File: src/rtl/wb_cache.sv
module wb_cache #(
  parameter int ADDR_W     = 16,
  parameter int DATA_W     = 32,
  parameter int WAYS       = 2,
  parameter int SETS       = 4,
  parameter int LINE_WORDS = 4
) (
  input  logic                         clk,
  input  logic                         rst_n,
  input  logic                         cpu_req,
  input  logic                         cpu_we,
  input  logic [ADDR_W-1:0]            cpu_addr,
  input  logic [DATA_W-1:0]            cpu_wdata,
  output logic [DATA_W-1:0]            cpu_rdata,
  output logic                         cpu_ready,
  output logic                         mem_req,
  output logic                         mem_we,
  output logic [ADDR_W-$clog2(LINE_WORDS)-1:0] mem_addr,
  output logic [LINE_WORDS*DATA_W-1:0] mem_wline,
  input  logic [LINE_WORDS*DATA_W-1:0] mem_rline,
  input  logic                         mem_ack
);
  localparam int OFF_W  = $clog2(LINE_WORDS);
  localparam int IDX_W  = $clog2(SETS);
  localparam int TAG_W  = ADDR_W - OFF_W - IDX_W;
  localparam int WAY_W  = $clog2(WAYS);
  localparam int LINE_W = LINE_WORDS * DATA_W;

  typedef enum logic [1:0] {S_IDLE, S_WB, S_FILL, S_RESP} st_t;
  st_t st_q;

  logic [LINE_W-1:0] line_q  [SETS][WAYS];
  logic [TAG_W-1:0]  tag_q   [SETS][WAYS];
  logic [WAYS-1:0]   vld_q   [SETS];
  logic [WAYS-1:0]   dirty_q [SETS];
  logic [WAY_W-1:0]  fifo_q  [SETS];
  logic [WAY_W-1:0]  vict_q;
  logic              use_fifo_q;

  wire [TAG_W-1:0] tag = cpu_addr[ADDR_W-1 -: TAG_W];
  wire [IDX_W-1:0] idx = cpu_addr[OFF_W +: IDX_W];
  wire [OFF_W-1:0] off = cpu_addr[OFF_W-1:0];

  logic [WAYS-1:0]  hit_vec;
  logic [WAY_W-1:0] hit_way, free_way, vict_way;
  logic             hit, has_free;

  always_comb begin
    hit_way  = '0;
    free_way = '0;
    for (int w = 0; w < WAYS; w++) begin
      hit_vec[w] = vld_q[idx][w] && (tag_q[idx][w] == tag);
      if (hit_vec[w]) hit_way = WAY_W'(w);
    end
    for (int w = WAYS - 1; w >= 0; w--)
      if (!vld_q[idx][w]) free_way = WAY_W'(w);
  end

  assign hit      = |hit_vec;
  assign has_free = ~&vld_q[idx];
  assign vict_way = has_free ? free_way : fifo_q[idx];

  wire [WAY_W-1:0]  acc_way  = (st_q == S_RESP) ? vict_q : hit_way;
  wire [LINE_W-1:0] acc_line = line_q[idx][acc_way];
  wire              do_write;

  assign cpu_rdata = acc_line[off*DATA_W +: DATA_W];
  assign cpu_ready = (st_q == S_IDLE && cpu_req && hit) || st_q == S_RESP;
  assign do_write  = cpu_ready && cpu_req && cpu_we;
  assign mem_req   = (st_q == S_WB) || (st_q == S_FILL);
  assign mem_we    = (st_q == S_WB);
  assign mem_addr  = (st_q == S_WB) ? {tag_q[idx][vict_q], idx} : {tag, idx};
  assign mem_wline = line_q[idx][vict_q];

  always_ff @(posedge clk) begin
    if (st_q == S_FILL && mem_ack) begin
      line_q[idx][vict_q] <= mem_rline;
      tag_q[idx][vict_q]  <= tag;
    end
    if (do_write)
      line_q[idx][acc_way][off*DATA_W +: DATA_W] <= cpu_wdata;
  end

  always_ff @(posedge clk or negedge rst_n) begin
    if (!rst_n) begin
      st_q       <= S_IDLE;
      vict_q     <= '0;
      use_fifo_q <= 1'b0;
      for (int s = 0; s < SETS; s++) begin
        vld_q[s]   <= '0;
        dirty_q[s] <= '0;
        fifo_q[s]  <= '0;
      end
    end else begin
      case (st_q)
        S_IDLE:
          if (cpu_req && !hit) begin
            vict_q     <= vict_way;
            use_fifo_q <= !has_free;
            st_q <= (vld_q[idx][vict_way] && dirty_q[idx][vict_way]) ? S_WB : S_FILL;
          end
        S_WB:
          if (mem_ack) st_q <= S_FILL;
        S_FILL:
          if (mem_ack) begin
            vld_q[idx][vict_q]   <= 1'b1;
            dirty_q[idx][vict_q] <= 1'b0;
            if (use_fifo_q) fifo_q[idx] <= fifo_q[idx] + WAY_W'(1);
            st_q <= S_RESP;
          end
        default:
          st_q <= S_IDLE;
      endcase
      if (do_write) dirty_q[idx][acc_way] <= 1'b1;
    end
  end

  p_single_match_r2: assert property (@(posedge clk) disable iff (!rst_n)
    cpu_req |-> $countones(hit_vec) <= 1);

  p_free_way_first_r5: assert property (@(posedge clk) disable iff (!rst_n)
    (st_q == S_IDLE && cpu_req && !hit && has_free) |=> (mem_req && !mem_we));

  p_wb_victim_dirty_r7: assert property (@(posedge clk) disable iff (!rst_n)
    (st_q == S_WB) |-> (vld_q[idx][vict_q] && dirty_q[idx][vict_q]));

  p_wb_then_fill_r7: assert property (@(posedge clk) disable iff (!rst_n)
    (mem_req && mem_we && mem_ack) |=> (mem_req && !mem_we));

  p_fill_then_ready_r4: assert property (@(posedge clk) disable iff (!rst_n)
    (mem_req && !mem_we && mem_ack) |=> cpu_ready);

  p_hold_mem_req_r9: assert property (@(posedge clk) disable iff (!rst_n)
    (mem_req && !mem_ack) |=> (mem_req && $stable(mem_we) && $stable(mem_addr)));
endmodule

File: config.mk
export PLATFORM = sky130hd
export DESIGN_NAME = wb_cache
export DESIGN_NICKNAME = d
export VERILOG_FILES = /design/src/rtl/wb_cache.sv
export SDC_FILE = /design/constraint.sdc
export NUM_CORES = 1
export LEC_CHECK = 0
export BUFFER_PORTS_ARGS = -buffer_cell sky130_fd_sc_hd__buf_2
export CAP_MARGIN = 10
export CORE_AREA = 3 3 376 230
export DETAILED_ROUTE_END_ITERATION = 10
export DIE_AREA = 0 0 379 233
export PLACE_DENSITY = 0.77
export SYNTH_ARGS = -nofsm -noshare
export SYNTH_HDL_FRONTEND = slang
export SYNTH_SLANG_ARGS = --single-unit
File: constraint.sdc
create_clock -name clk -period 5 [get_ports clk]
set_clock_uncertainty 0.1 [all_clocks]
set_input_delay 1 -clock clk [delete_from_list [all_inputs] [get_ports clk]]
set_output_delay 1 -clock clk [all_outputs]
set_load 0.03 [all_outputs]
==> results.txt <==
The buffers plus inverters on the worst setup path is 4. The die outline width is 379 um. The total CTS buffers is 101.

The path class of the lowest-slack min-delay path is primary input to asynchronous set/reset pin. The count of flip-flops with a built-in enable after synthesis came out at 1,120. The endpoint identified for the worst register-to-register timing path is line_q[3][63]. Detailed placement ended at an HPWL of 113 mm.

The first-pass iteration count of the detailed router came out at 7. By startpoint and endpoint, the worst setup path is classified as primary input to primary output. The number of placed instances, taps included came out at 4,393.

The filler cells instantiated in the layout total 5,181. During placement, the flow inserted port buffers numbering 357. The most frequent standard cell in the layout excluding fill and tap cells is sky130_fd_sc_hd__edfxtp_1. Data arrives at the worst endpoint at 4.00 ns. The ratio of cells with drive above 1 in the final layout came out at 37.0%. The number of setup violations in the final report is 4. The worst path setup slack after routing is -0.100 ns.

The I/O pin count came out at 358. The net count of the finished layout is 3,607. Dividing total power by cell area gives a power density of 432 nW/um^2. Hold is met by 0.254 ns.

The number of violations of the max-capacitance limit is 0. The static leakage is 20.1 nW. The number of standard cells in the layout, taps in and fillers out is 4,612. The first routing iteration left 5,217 violations.

The number of buffers added to fix hold violations after cts came out at 0. In this run the biggest area consumer among cell types represents 67.6% of the synthesized area. The peak ir drop on the vdd network came out at 292 uV. The count of unresolved DRC violations after routing is 0. The kind of cell with the highest combined delay on the critical path is compound AO/OA/AOI/OAI gates. The source of the worst register-to-register timing path is tag_q[2][9].

The net switching power is 7.97 mW. The final hold violation count is 0. The top cell types in the final layout, fill and taps aside, are sky130_fd_sc_hd__edfxtp_1, sky130_fd_sc_hd__nand2_1, sky130_fd_sc_hd__buf_2, sky130_fd_sc_hd__mux4_2, sky130_fd_sc_hd__mux2_2.

The die outline area came out at 88,300 sq um. The internal power contribution is 17.2 mW. The cell area that synthesis handed to floorplanning was 49,800 sq um.

The upper clock frequency limit is 0.196 GHz. After detailed routing, the number of vias per cell comes to 6.87. The combined global-route utilization of all metal layers came out at 37.6%.

Subtracting the final worst setup slack from the clock period gives 5.10 ns. The number of cell rows is 82. The count of distinct cell types in the synthesized netlist came out at 46.

The setup slack of the worst register-to-register path came out at 1.01 ns. Traced cell by cell, the critical path runs through buf_8 > buf_12 > buf_12 > mux4_2 > nand2_1 > a31oi_1 > o211ai_1 > o21ai_2 > buf_2. The total of warnings raised by yosys is 0. The endpoint class of the critical path is a primary output.

The worst stage delay on the critical path is 0.79 ns. The cell that appears most often on the critical path is sky130_fd_sc_hd__buf_12. The routed length per placed instance came out at 35.9 um.

The initial antenna violation count came to 25. Sorting the synthesized cells by area gives the leading types as sky130_fd_sc_hd__edfxtp_1, sky130_fd_sc_hd__mux4_2, sky130_fd_sc_hd__mux2_2. The number of max-slew violations in the final report is 0. The largest fanout of any net on the critical path is 127.

The tightest slew margin relative to the limit is 28.9%. The slowest stage of the critical path belongs to the cell sky130_fd_sc_hd__a31oi_1. In this run the mean area of a mapped cell was 16.8 sq um.

Counting every net in the synthesized netlist gives 3,145. The initial utilization of the core area, before any placement, comes to 59.9%. The startpoint type of the worst setup path is a primary input.

The final antenna-violating net count is 0. The final reports fail on negative setup slack. Among all flip-flop cells after synthesis, the most frequent one is sky130_fd_sc_hd__edfxtp_1. The total congestion overflow came out at 0. At the worst endpoint, the required time is 3.90 ns. Sequential elements use 68.8% of the synthesized area. The relative contribution of sequential cells to total power came out at 45.0%.

The flow ran to the end, but the final reports show violations. The post-synthesis sequential element count came out at 1,144. The clock tree from TritonCTS is done.

The via count of the first global-routing pass is 30,300. The clock network burns 30.9% of the power. The pin count of the biggest net entering global routing came out at 128. The clock root buffer is sky130_fd_sc_hd__clkbuf_16. The area inside the core boundary came out at 83,100 sq um. Clock-pin slew was measured on the worst setup and hold paths at 0.07 ns. The H-tree was split into 3 levels.

The top cell type by total area after synthesis is sky130_fd_sc_hd__edfxtp_1. The routability congestion estimate from global placement came out at 1.07. The number of cell instances on the worst register-to-register path is 11.

The buffer depth of the longest clock path is 3. The final wirelength is 166 mm. The global-route wire length before repair is 228 mm. The fraction of power spent switching nets is 31.7%. For the pin with the worst max-slew slack, the measured transition is 1.07 ns.

The y dimension of the die is 233 um. Clock latency on the worst-skew pair, taken at its later pin, is 0.69 ns. The combinational share of power came out at 24.1%. The number of clock sinks seen by CTS came out at 1,144. Compared with the post-synthesis result, the final layout area differs by 17.0%. Detailed routing inserted a total of 31,700 vias. The share of the cycle needed by the critical path after routing came out at 102%.

The cell count after synthesis is 2,954. The async set-reset flop share out of synthesis came out at 2.10%.
-- flip-flops by register name, summed over array words and instances, names as in the netlist --
| register | flops |
|---|---|
| use_fifo_q | 1 |
| dirty_q | 8 |
| vict_q | 1 |
| fifo_q | 4 |
| tag_q | 96 |
| vld_q | 8 |
| line_q | 1024 |
| st_q | 2 |
-- Yosys cell counts (2+ instances only) --
| cell | n |
|---|---|
| sky130_fd_sc_hd__edfxtp_1 | 1120 |
| sky130_fd_sc_hd__nand2_1 | 550 |
| sky130_fd_sc_hd__mux4_2 | 285 |
| sky130_fd_sc_hd__mux2_2 | 243 |
| sky130_fd_sc_hd__and2_1 | 131 |
| sky130_fd_sc_hd__clkbuf_1 | 106 |
| sky130_fd_sc_hd__nor2_1 | 52 |
| sky130_fd_sc_hd__nand3_1 | 51 |
| sky130_fd_sc_hd__buf_1 | 47 |
| sky130_fd_sc_hd__a21oi_1 | 35 |
| sky130_fd_sc_hd__a31oi_1 | 34 |
| sky130_fd_sc_hd__o21ai_0 | 34 |
| sky130_fd_sc_hd__buf_2 | 31 |
| sky130_fd_sc_hd__dfrtp_1 | 24 |
| sky130_fd_sc_hd__xnor2_1 | 24 |
| sky130_fd_sc_hd__o211ai_1 | 22 |
| sky130_fd_sc_hd__o221ai_1 | 22 |
| sky130_fd_sc_hd__mux2i_1 | 21 |
| sky130_fd_sc_hd__a211oi_1 | 20 |
| sky130_fd_sc_hd__mux2_1 | 17 |
| sky130_fd_sc_hd__or2_2 | 12 |
| sky130_fd_sc_hd__ha_1 | 10 |
| sky130_fd_sc_hd__o21a_1 | 10 |
| sky130_fd_sc_hd__inv_1 | 7 |
| sky130_fd_sc_hd__nor2_2 | 7 |
| sky130_fd_sc_hd__nand2b_1 | 5 |
| sky130_fd_sc_hd__nand4_1 | 4 |
| sky130_fd_sc_hd__xor2_1 | 4 |
| sky130_fd_sc_hd__nor3b_1 | 3 |
| sky130_fd_sc_hd__o31ai_1 | 3 |
| sky130_fd_sc_hd__buf_4 | 2 |
| sky130_fd_sc_hd__nor2b_1 | 2 |
| sky130_fd_sc_hd__nor3_1 | 2 |
| sky130_fd_sc_hd__nor4_1 | 2 |
-- worst register-to-register path, cell delays in order, from the launching register on --
cell and delay, ns:
sky130_fd_sc_hd__edfxtp_1 0.38, sky130_fd_sc_hd__mux4_2 0.50, sky130_fd_sc_hd__xnor2_1 0.20, sky130_fd_sc_hd__nand4_1 0.27, sky130_fd_sc_hd__nor4_4 0.36, sky130_fd_sc_hd__buf_4 0.21, sky130_fd_sc_hd__buf_4 0.22, sky130_fd_sc_hd__a21oi_1 0.34
sky130_fd_sc_hd__buf_4 0.30, sky130_fd_sc_hd__nor2_4 0.10, sky130_fd_sc_hd__buf_12 0.24, sky130_fd_sc_hd__mux2_2 0.47
-- stage by stage --
step,util (%),instance area [sq um],power (mW),TNS [ns],setup slack [ns]
6_report,70.0,58200,25.2,-0.185,-0.100
5_1_grt,70.0,58200,25.7,-0.139,-0.0460
4_1_cts,69.7,58000,24.9,0,0.0136
3_5_place_dp,65.8,54700,17.3,-0.881,-0.200
3_3_place_gp,65.8,54700,17.2,-0.396,-0.157
2_1_floorplan,-,49900,14.8,-168.40,-0.329
-- power groups by stage --
stage	Clock (mW)	Combinational, mW	Sequential, mW
6_report	7.77	6.07	11.3
5_1_grt	8.14	6.21	11.3
4_1_cts	7.78	5.85	11.3
3_5_place_dp	0	5.81	11.5
3_3_place_gp	0	5.72	11.5
2_1_floorplan	0	3.35	11.4
-- metal layers --
metal / up-vias / track usage, % / part of all wire, %
met5: - / 4.94 / 0.40
met4: 14 / 19.1 / 5.6
met3: 401 / 18.5 / 18
met2: 2789 / 51.0 / 42
met1: 16000 / 50.1 / 34
li1: 12500 / - / -
-- worst max-delay path by stage --
| stage | cells past startpoint | endpoint | slack [ns] | from |
|---|---|---|---|---|
| 6_report | 9 | cpu_rdata[27] | -0.10 | cpu_addr[3] |
| 5_1_grt | 13 | cpu_rdata[20] | -0.05 | cpu_addr[2] |
| 4_1_cts | 10 | cpu_rdata[6] | 0.01 | cpu_addr[2] |
| 3_5_place_dp | 9 | cpu_rdata[29] | -0.20 | cpu_addr[2] |
| 3_3_place_gp | 9 | cpu_rdata[27] | -0.16 | cpu_addr[2] |
| 2_1_floorplan | 9 | line_q[0][0] | -0.33 | cpu_addr[2] |
-- kinds of logic (layout without fill, tap and decap cells) --
| group | count (synthesis) | in the layout | share of synthesized area (%) |
|---|---|---|---|
| flops | 1144 | 1144 | 68.8 |
| simple gates | 825 | 826 | 7.24 |
| mux | 566 | 566 | 19.2 |
| buf+inv | 195 | 733 | 1.56 |
| compound gates | 186 | 186 | 2.45 |
| xor+xnor | 28 | 28 | 0.493 |
| fa+ha+maj | 10 | 10 | 0.251 |
| other cells | 0 | 27 | 0 |
-- repair_timing --
| item | 4_1_cts | 5_1_grt |
|---|---|---|
| pin swaps | 2 | 4 |
| cloned | 1 | 1 |
| setup endpoints to repair | 13 | 23 |
| resized for setup | 9 | 17 |
| buffers inserted | 0 | 10 |
-- area by class of cell --
| type | count | area [sq um] | share of cell area, % |
|---|---|---|---|
| Multi-Input combinational cell | 1616 | 15300 | 26.3 |
| Timing Repair Buffer | 544 | 3970 | 6.81 |
| Sequential cell | 1144 | 34200 | 58.8 |
| Tap cell | 1092 | 1370 | 2.35 |
| Clock buffer | 121 | 2610 | 4.49 |
| Inverter | 9 | 36.3 | 0.0623 |
| Antenna cell | 27 | 67.6 | 0.116 |
| Clock inverter | 59 | 608 | 1.04 |
No activity file was read; power rests on OpenSTA's default activity.
